$ cat config.mk
export PLATFORM = sky130hd
export DESIGN_NAME = scan_window_monitor
export DESIGN_NICKNAME = d
export VERILOG_FILES = /design/src/rtl/scan_mon_pkg.sv /design/src/rtl/scan_sequencer.sv /design/src/rtl/window_check.sv /design/src/rtl/alarm_irq.sv /design/src/rtl/scan_window_monitor.sv
export SDC_FILE = /design/constraint.sdc
export NUM_CORES = 1
export LEC_CHECK = 0
export CAP_MARGIN = 20
export CORE_MARGIN = 4
export CORE_UTILIZATION = 50
export CTS_CLUSTER_DIAMETER = 60
export DETAILED_ROUTE_END_ITERATION = 10
export MAX_ROUTING_LAYER = met4
export PLACE_DENSITY = 0.89
export SYNTH_ARGS = -nofsm -noshare
export SYNTH_HDL_FRONTEND = slang
export SYNTH_HIERARCHICAL = 1
export SYNTH_SLANG_ARGS = --single-unit
$ cat constraint.sdc
create_clock -name clk_i -period 4.9 [get_ports clk_i]
set_clock_uncertainty 0.2 [all_clocks]
set_input_delay 0.735 -clock clk_i [delete_from_list [all_inputs] [get_ports clk_i]]
set_output_delay 0.735 -clock clk_i [all_outputs]
set_load 0.02 [all_outputs]
$ cat src/rtl/scan_mon_pkg.sv
package scan_mon_pkg;
  typedef enum logic {
    SEQ_WAIT = 1'b0,
    SEQ_CONV = 1'b1
  } seq_state_e;
endpackage

$ cat src/rtl/scan_sequencer.sv
module scan_sequencer
  import scan_mon_pkg::*;
#(
  parameter int N_CH  = 4,
  parameter int DLY_W = 3,
  parameter int CH_W  = $clog2(N_CH)
) (
  input  logic             clk_i,
  input  logic             rst_ni,
  input  logic             tick_i,
  input  logic [DLY_W-1:0] delay_code_i,
  input  logic [CH_W-1:0]  ch_last_i,
  input  logic             diff_mode_i,
  input  logic             res_valid_i,
  output logic [CH_W-1:0]  ch_sel_o,
  output logic             conv_req_o,
  output logic             res_take_o
);
  localparam int CNT_W = (1 << DLY_W) - 1;

  seq_state_e       st_q;
  logic [CNT_W-1:0] cnt_q;
  logic [CH_W-1:0]  ch_q;

  logic [CNT_W:0]   pow2;
  logic [CNT_W-1:0] wait_len;
  logic [CH_W:0]    ch_inc;
  logic [CH_W-1:0]  ch_nxt;

  assign pow2     = (CNT_W+1)'(1) << delay_code_i;
  assign wait_len = CNT_W'(pow2 - 1'b1);
  assign ch_inc   = {1'b0, ch_q} + (diff_mode_i ? (CH_W+1)'(2) : (CH_W+1)'(1));
  assign ch_nxt   = (ch_inc > {1'b0, ch_last_i}) ? '0 : ch_inc[CH_W-1:0];

  assign conv_req_o = (st_q == SEQ_WAIT) && tick_i && (cnt_q == '0);
  assign res_take_o = (st_q == SEQ_CONV) && res_valid_i;
  assign ch_sel_o   = ch_q;

  always_ff @(posedge clk_i or negedge rst_ni) begin
    if (!rst_ni) begin
      st_q  <= SEQ_WAIT;
      cnt_q <= '0;
      ch_q  <= '0;
    end else if (res_take_o) begin
      st_q  <= SEQ_WAIT;
      cnt_q <= wait_len;
      ch_q  <= ch_nxt;
    end else if (conv_req_o) begin
      st_q <= SEQ_CONV;
    end else if (st_q == SEQ_WAIT && tick_i && cnt_q != '0) begin
      cnt_q <= cnt_q - 1'b1;
    end
  end

  a_r3_req_gap: assert property (@(posedge clk_i) disable iff (!rst_ni)
    conv_req_o |=> !conv_req_o);

  a_r3_hold_channel: assert property (@(posedge clk_i) disable iff (!rst_ni)
    (st_q == SEQ_CONV && !res_valid_i) |=> ($stable(ch_sel_o) && !conv_req_o));

  a_r4_pairs_stay_even: assert property (@(posedge clk_i) disable iff (!rst_ni)
    (res_take_o && diff_mode_i && !ch_sel_o[0]) |=> !ch_sel_o[0]);
endmodule

$ cat src/rtl/window_check.sv
module window_check #(
  parameter int N_CH  = 4,
  parameter int RES_W = 10,
  parameter int CH_W  = $clog2(N_CH)
) (
  input  logic [N_CH*RES_W-1:0] lo_thr_i,
  input  logic [N_CH*RES_W-1:0] hi_thr_i,
  input  logic [CH_W-1:0]       ch_sel_i,
  input  logic [RES_W-1:0]      res_i,
  output logic                  hit_o
);
  logic [N_CH-1:0] outside;

  for (genvar k = 0; k < N_CH; k++) begin : g_cmp
    assign outside[k] = (res_i < lo_thr_i[k*RES_W +: RES_W]) ||
                        (res_i > hi_thr_i[k*RES_W +: RES_W]);
  end

  assign hit_o = outside[ch_sel_i];
endmodule

$ cat src/rtl/alarm_irq.sv
module alarm_irq #(
  parameter int N_CH = 4,
  parameter int CH_W = $clog2(N_CH)
) (
  input  logic            clk_i,
  input  logic            rst_ni,
  input  logic            take_i,
  input  logic            hit_i,
  input  logic [CH_W-1:0] ch_sel_i,
  input  logic [N_CH-1:0] clr_i,
  input  logic            ack_i,
  input  logic            int_en_i,
  output logic [N_CH-1:0] alarm_o,
  output logic            int_drive_o
);
  logic [N_CH-1:0] alarm_q, alarm_d, set_vec, rise;
  logic            acked_q, acked_d;

  always_comb begin
    set_vec = '0;
    if (take_i && hit_i) set_vec[ch_sel_i] = 1'b1;
  end

  assign rise    = set_vec & ~alarm_q;
  assign alarm_d = (alarm_q & ~clr_i) | set_vec;

  // a fresh alarm re-arms the interrupt even if acknowledged in the same cycle
  always_comb begin
    acked_d = acked_q;
    if (rise != '0)                   acked_d = 1'b0;
    else if (alarm_d == '0)           acked_d = 1'b0;
    else if (ack_i && alarm_q != '0)  acked_d = 1'b1;
  end

  always_ff @(posedge clk_i or negedge rst_ni) begin
    if (!rst_ni) begin
      alarm_q <= '0;
      acked_q <= 1'b0;
    end else begin
      alarm_q <= alarm_d;
      acked_q <= acked_d;
    end
  end

  assign alarm_o     = alarm_q;
  assign int_drive_o = int_en_i && (alarm_q != '0) && !acked_q;

  a_r6_clear_takes: assert property (@(posedge clk_i) disable iff (!rst_ni)
    ((clr_i & ~set_vec) != '0) |=> ((alarm_q & $past(clr_i & ~set_vec)) == '0));

  a_r6_sticky: assert property (@(posedge clk_i) disable iff (!rst_ni)
    1'b1 |=> (($past(alarm_q) & ~alarm_q & ~$past(clr_i)) == '0));

  a_r9_ack_release: assert property (@(posedge clk_i) disable iff (!rst_ni)
    (ack_i && alarm_q != '0 && rise == '0) |=> !int_drive_o);
endmodule

$ cat src/rtl/scan_window_monitor.sv
module scan_window_monitor #(
  parameter int N_CH  = 4,
  parameter int RES_W = 10,
  parameter int DLY_W = 3,
  parameter int CH_W  = $clog2(N_CH)
) (
  input  logic                  clk_i,
  input  logic                  rst_ni,
  input  logic                  tick_i,
  input  logic [DLY_W-1:0]      delay_code_i,
  input  logic [CH_W-1:0]       ch_last_i,
  input  logic                  diff_mode_i,
  input  logic                  int_en_i,
  input  logic [N_CH*RES_W-1:0] lo_thr_i,
  input  logic [N_CH*RES_W-1:0] hi_thr_i,
  input  logic [RES_W-1:0]      res_i,
  input  logic                  res_valid_i,
  input  logic [N_CH-1:0]       alarm_clr_i,
  input  logic                  alert_ack_i,
  output logic [CH_W-1:0]       ch_sel_o,
  output logic                  conv_req_o,
  output logic [N_CH-1:0]       alarm_o,
  output logic                  int_drive_o
);
  logic take;
  logic hit;

  scan_sequencer #(.N_CH(N_CH), .DLY_W(DLY_W), .CH_W(CH_W)) u_seq (
    .clk_i        (clk_i),
    .rst_ni       (rst_ni),
    .tick_i       (tick_i),
    .delay_code_i (delay_code_i),
    .ch_last_i    (ch_last_i),
    .diff_mode_i  (diff_mode_i),
    .res_valid_i  (res_valid_i),
    .ch_sel_o     (ch_sel_o),
    .conv_req_o   (conv_req_o),
    .res_take_o   (take)
  );

  window_check #(.N_CH(N_CH), .RES_W(RES_W), .CH_W(CH_W)) u_win (
    .lo_thr_i (lo_thr_i),
    .hi_thr_i (hi_thr_i),
    .ch_sel_i (ch_sel_o),
    .res_i    (res_i),
    .hit_o    (hit)
  );

  alarm_irq #(.N_CH(N_CH), .CH_W(CH_W)) u_alm (
    .clk_i       (clk_i),
    .rst_ni      (rst_ni),
    .take_i      (take),
    .hit_i       (hit),
    .ch_sel_i    (ch_sel_o),
    .clr_i       (alarm_clr_i),
    .ack_i       (alert_ack_i),
    .int_en_i    (int_en_i),
    .alarm_o     (alarm_o),
    .int_drive_o (int_drive_o)
  );
endmodule

# Yosys cells after proc, flatten, opt, wreduce, memory -nomap -nowiden
# Cells that the tools add are included.
[totals]
register_bits = 15
out_inout_bits = 8
elab_cells = 65
[classes]
n_addsub = 3
n_lt_le_gt_ge = 11
eq_ne = 1
n_shift = 1
n_mux = 15
n_bitwise = 6
reduce_logical = 23
[ops]
columns = ["op", "count"]
rows = [
  ["> comparator 10 bit", 4],
  ["< comparator 10 bit", 4],
  ["2-to-1 mux 7 bit", 3],
  ["subtractor 7 x 1 -> 7 bit (second input constant)", 2],
  ["logical AND 1 bit", 9],
  ["bitwise AND 4 bit", 2],
  ["NOT 4 bit", 2],
  ["nonzero test 4 bit", 2],
  ["logical NOT 7 bit", 1],
  ["2-to-1 mux 1 bit", 7],
  ["nonzero test 7 bit", 1],
  ["left shift 1 x 3 -> 7 bit (first input constant)", 1],
  ["logical NOT 4 bit", 1],
  ["logical OR 1 bit", 4],
  ["2-to-1 mux 2 bit", 2],
  ["2-to-1 mux 4 bit", 1],
  ["bitwise OR 4 bit", 1],
  ["nonzero test 2 bit", 2],
  ["adder 2 x 3 -> 3 bit", 1],
  ["> comparator 3 x 2 -> 1 bit", 1],
  ["< comparator 2 x 3 -> 1 bit (second input constant)", 1],
  ["nonzero test 3 bit", 1],
  ["binary-select mux 1 bit (select 2 bit)", 1],
  ["demux 1 bit (select 2 bit)", 1],
  ["other kinds (5)", 5],
]

# Depth between registers and ports, before layout
[depth]
word_depth = 10
depth_mapped = 11
mapped_depth_nobuf = 11

# By module
# The synthesis kept the hierarchy.
[modules_own_cells]
columns = ["mod", "n_inst", "cells_each", "area_per_inst_um2"]
rows = [
  ["window_check", 1, 265, 1975.6],
  ["scan_sequencer", 1, 92, 805.8],
  ["alarm_irq", 1, 25, 269.0],
]

# Worst setup path after synthesis
# Ideal clock, no wire load.
[synth_path]
path_type = "input-to-reg"
startpoint = "in lo_thr_i[23]"
endpoint = "reg u_alm.acked_q"
setup_time_ps = 132
arrival_time_ps = 2338
required_time_ps = 4568
path_slack_ps = 2230
cell_stages = 11
path_cell_list = "inv_1 > ha_1 > a211o_1 > o211ai_1 > o211ai_2 > o2111ai_1 > a221oi_2 > o32ai_2 > nand3_1 > o22ai_1 > a311oi_1"
[synth_between]
elab_chain_cells = 10
elab_cells_between_ends = 13
cone_classes = "order compare: 1; mux: 5; bitwise: 2; reduce/logical: 5"
[synth_rtl]
columns = ["element", "line", "source"]
rows = [
  ["start, declared", "scan_window_monitor.sv:14", "input logic [N_CH*RES_W-1:0] lo_thr_i,"],
  ["< comparator 10 bit (*)", "window_check.sv:15", "assign outside[k] = (res_i < lo_thr_i[k*RES_W +: RES_W]) ||"],
  ["logical OR 1 bit (*)", "window_check.sv:15", ""],
  ["binary-select mux 1 bit (select 2 bit) (*)", "window_check.sv:19", "assign hit_o = outside[ch_sel_i];"],
  ["2-to-1 mux 1 bit (implied by the code) (*)", "window_check.sv:19", ""],
  ["named net hit", "scan_window_monitor.sv:26", "logic hit;"],
  ["logical AND 1 bit (*)", "alarm_irq.sv:21", "if (take_i && hit_i) set_vec[ch_sel_i] = 1'b1;"],
  ["2-to-1 mux 4 bit (*)", "alarm_irq.sv:21", ""],
  ["bitwise OR 4 bit", "alarm_irq.sv:25", "assign alarm_d = (alarm_q & ~clr_i) | set_vec;"],
  ["logical NOT 4 bit", "alarm_irq.sv:31", "else if (alarm_d == '0) acked_d = 1'b0;"],
  ["2-to-1 mux 1 bit", "alarm_irq.sv:31", ""],
  ["2-to-1 mux 1 bit", "alarm_irq.sv:30", "if (rise != '0) acked_d = 1'b0;"],
  ["end signal, assigned", "alarm_irq.sv:41", "acked_q <= acked_d;"],
  ["end, declared", "alarm_irq.sv:17", "logic acked_q, acked_d;"],
]
# Mark *: on every way through the listed nets, which the timed path passes. The rest lies on a longest branch. The select of a mux whose other input is x is not followed.
# A chain may end at the register's enable or synchronous reset.

# Worst setup path in the final report
[layout_path]
startpoint = "in res_i[2]"
endpoint = "reg u_alm.acked_q"
[layout_between]
elab_chain_cells = 10
elab_cells_between_ends = 23
cone_classes = "order compare: 8; mux: 5; bitwise: 2; reduce/logical: 8"
[layout_rtl]
columns = ["element", "line", "source"]
rows = [
  ["start, declared", "scan_window_monitor.sv:16", "input logic [RES_W-1:0] res_i,"],
  ["< comparator 10 bit or > comparator 10 bit (tied branches)", "window_check.sv:15, window_check.sv:16", ""],
  ["logical OR 1 bit", "window_check.sv:15", ""],
  ["binary-select mux 1 bit (select 2 bit) (*)", "window_check.sv:19", ""],
  ["2-to-1 mux 1 bit (implied by the code) (*)", "window_check.sv:19", ""],
  ["named net hit", "scan_window_monitor.sv:26", ""],
  ["logical AND 1 bit (*)", "alarm_irq.sv:21", ""],
  ["2-to-1 mux 4 bit (*)", "alarm_irq.sv:21", ""],
  ["bitwise OR 4 bit", "alarm_irq.sv:25", ""],
  ["logical NOT 4 bit", "alarm_irq.sv:31", ""],
  ["2-to-1 mux 1 bit", "alarm_irq.sv:31", ""],
  ["2-to-1 mux 1 bit", "alarm_irq.sv:30", ""],
]
# Marks and branches as above.

==> qor.csv <==
metric;value;unit
status;complete, no violations;
worstSetupPathDepth;11;
syn_area;0.00305;mm^2
fillerInstances;485;
fin_nets;684;
portBuffers;113;
synth_top_area_share;0.328;
utilization;0.727;
tns;0;ns
gp_congestion;0.849;
cts-resized-gates;0;
cts_tree;yes;
max-slew-margin-rel;0.544;
cp.arrival;3.38;ns
dp_hpwl;7640;um
drive_gt1_frac;0.0625;
cts_setup_buffers;0;
firstDrtPassIters;4;
fp.dieH;86.1;um
yosysMostFrequentCell;inv_1;
hold_buffers;0;
internal_power;0.000429;W
seqPwrFrac;0.267;
timing.rr.start;u_seq/st_q;
grt_max_degree;19;
io_pins;114;
syn_inst;382;
die_w;86.1;um
crit_buf_inv;1;
p_switching;0.000275;W
vias;3204;
p_leak;2.17;nW
grt_pass1_vias;3375;
worstHoldStart;u_seq/cnt_q[5];
ys_seq_area_frac;0.123;
netlist_top_cells_count;91 x inv_1, 80 x ha_1, 27 x a21oi_1;
vias_per_cell;5.61;
ir_drop;0.173;mV
clock_latency;0.25;ns
synth_seq_cells;15;
p_clk_frac;0.144;
clkTransAtPathRegs;0.07;ns
area_growth;41.1;%
async_reset_ff_frac;1.00;
start_util;0.515;
cap_violations;0;
min_period;3.46;ns
yosys-top-cells-area;ha_1 33%, dfrtp_1 12%, inv_1 11%, a21oi_1 4.4%, a21o_1 2.7%;
switching_share;0.390;
cts_sinks;15;
fp.dieArea;0.00741;mm^2
crit_type;input port to register;
rows;28;
yosys_warnings;6;
antenna_found_initial;0;
drtIter0Drc;115;
n_antenna_cell;0;
critical-path-top-delay-family;compound AO/OA/AOI/OAI gates;
rsz0062_at_grt;false;
cts.path.max_buffers;2;
critical_path_required;4.82;ns
crit_slowest_cell;clkdlybuf4s50_1;
tightestPinTransition;0.683;ns
cts_root_buf;clkbuf_8;
cp_slowest_stage_delay;0.72;ns
p_per_area;164;mW/mm^2
synthDistinctLibCells;67;
min_path_type;register to register;
rr_endpoint;u_seq/cnt_q[6];
grtUsageTotal;0.252;
h-tree-depth;1;
crit_end;u_alm/acked_q;
end_kind;register;
fmax;0.289;GHz
synth_area_per_cell;7.99;um^2
seq_area;375;um^2
rrSetupSlack;2.44;ns
synth_edf_count;0;
routed_wl;9180;um
setup_violations;0;
multi_input_area;0.00231;mm^2
wl_per_cell;16.1;um
overflow;0;
hold_viol_final;0;
cts_buffers;3;
drc_errors;0;
post-route-period-util;0.706;
cp_max_fo;8;
synth-main-ff-cell;dfrtp_1;
setup.worst_path.start_class;input port;
reg2reg_depth;9;
power_frac_comb;0.589;
maxSlewViolCount;0;
grt_pass1_wl;14900;um
design.core.area;0.00592;mm^2
yosysTopAreaCell;ha_1;
ant_nets;0;
worstPathCellList;clkdlybuf4s50_1 -> ha_1 -> a21o_1 -> a31oi_1 -> o21ai_1 -> a221oi_1 -> a211oi_2 -> o32ai_2 -> nand3_1 -> o22ai_1 -> a311oi_1;
cp-startpoint;res_i[2];
synth_nets;569;
-- final cells by class --
type / instances / area share
clock buffer: 3 / 0.00959
clock inverter: 1 / 0.00116
inverter: 92 / 0.0802
multi-input combinational: 272 / 0.537
sequential: 15 / 0.0872
tap: 75 / 0.0218
timing repair buffer: 113 / 0.263
-- cells by family after synthesis --
group	count (synthesis)	share of synthesized area
AOI/OAI and AO/OA	99	0.247
buffers and inverters	95	0.119
and+or+nand+nor	88	0.163
adders and majority gates	81	0.335
DFF	15	0.123
muxes	4	0.0139
-- power groups by stage --
| stage | clock [W] | sequential (W) | combinational (W) |
|---|---|---|---|
| floorplan | 0 | 0.000184 | 0.000242 |
| global placement | 0 | 0.000187 | 0.000390 |
| detailed placement | 0 | 0.000187 | 0.000410 |
| CTS | 0.000103 | 0.000186 | 0.000412 |
| global route | 0.000108 | 0.000191 | 0.000465 |
| finish | 0.000101 | 0.000188 | 0.000415 |
-- through the flow --
step	hold slack, ns	cell area (um^2)	power (W)	instances	setup WS, ns
after floorplan	0.239	3050	0.000426	382	2.23
after global placement	0.309	4260	0.000577	567	1.38
after detailed placement	0.325	4260	0.000597	567	1.24
after CTS	0.336	4310	0.000702	571	1.49
after global routing	0.356	4310	0.000764	571	1.27
final	0.341	4310	0.000704	571	1.44
-- registers in the layout (all words and copies together), names as in the netlist --
register	flops
u_seq/cnt_q	7
u_seq/st_q	1
u_seq/ch_sel_o	2
u_alm/acked_q	1
u_alm/alarm_o	4
-- cell usage in the layout (no fill, tap or decap), types with 2 or more instances in the layout --
| cell type | netlist | final |
|---|---|---|
| nand3_1 | 13 | 13 |
| a21oi_1 | 27 | 27 |
| o21bai_1 | 2 | 2 |
| nand3b_1 | 3 | 3 |
| a211o_1 | 2 | 2 |
| o22ai_1 | 4 | 4 |
| a21o_1 | 11 | 11 |
| nand2_1 | 16 | 16 |
| o211ai_1 | 2 | 2 |
| a211oi_2 | 3 | 3 |
| nand2b_1 | 7 | 7 |
| dfrtp_1 | 15 | 15 |
| and4_4 | 2 | 2 |
| inv_1 | 91 | 91 |
| clkdlybuf4s50_1 | 0 | 113 |
| o21a_1 | 2 | 2 |
| and3_1 | 2 | 2 |
| o211ai_2 | 2 | 2 |
| o21ai_0 | 7 | 7 |
| ha_1 | 80 | 80 |
| a2bb2oi_1 | 3 | 3 |
| mux2_2 | 2 | 2 |
| a22o_1 | 2 | 2 |
| a211oi_1 | 6 | 6 |
| nor2_1 | 19 | 19 |
| nor3_1 | 3 | 3 |
| o22a_1 | 2 | 2 |
| nand4_1 | 9 | 9 |
| a221oi_1 | 2 | 2 |
| mux2i_1 | 2 | 2 |
| o21ai_1 | 4 | 4 |
| clkbuf_8 | 0 | 3 |
-- how the worst min path moves through the flow --
stage | cells after the start | end | slack (ns)
final | 1 | u_seq/cnt_q[5] | 0.34
after global routing | 2 | u_seq/cnt_q[0] | 0.36
after CTS | 2 | u_seq/cnt_q[0] | 0.34
after detailed placement | 2 | u_seq/cnt_q[0] | 0.33
after global placement | 2 | u_seq/cnt_q[0] | 0.31
after floorplan | 0 | u_alm/acked_q | 0.24
-- layer usage --
metal,track usage,routed length [um],up-vias
met5,-,0,-
met4,0.0475,149,0
met3,0.0250,475,12
met2,0.463,4590,95
met1,0.297,3970,1511
li1,-,-,1586
(Power assumes the default switching activity.)
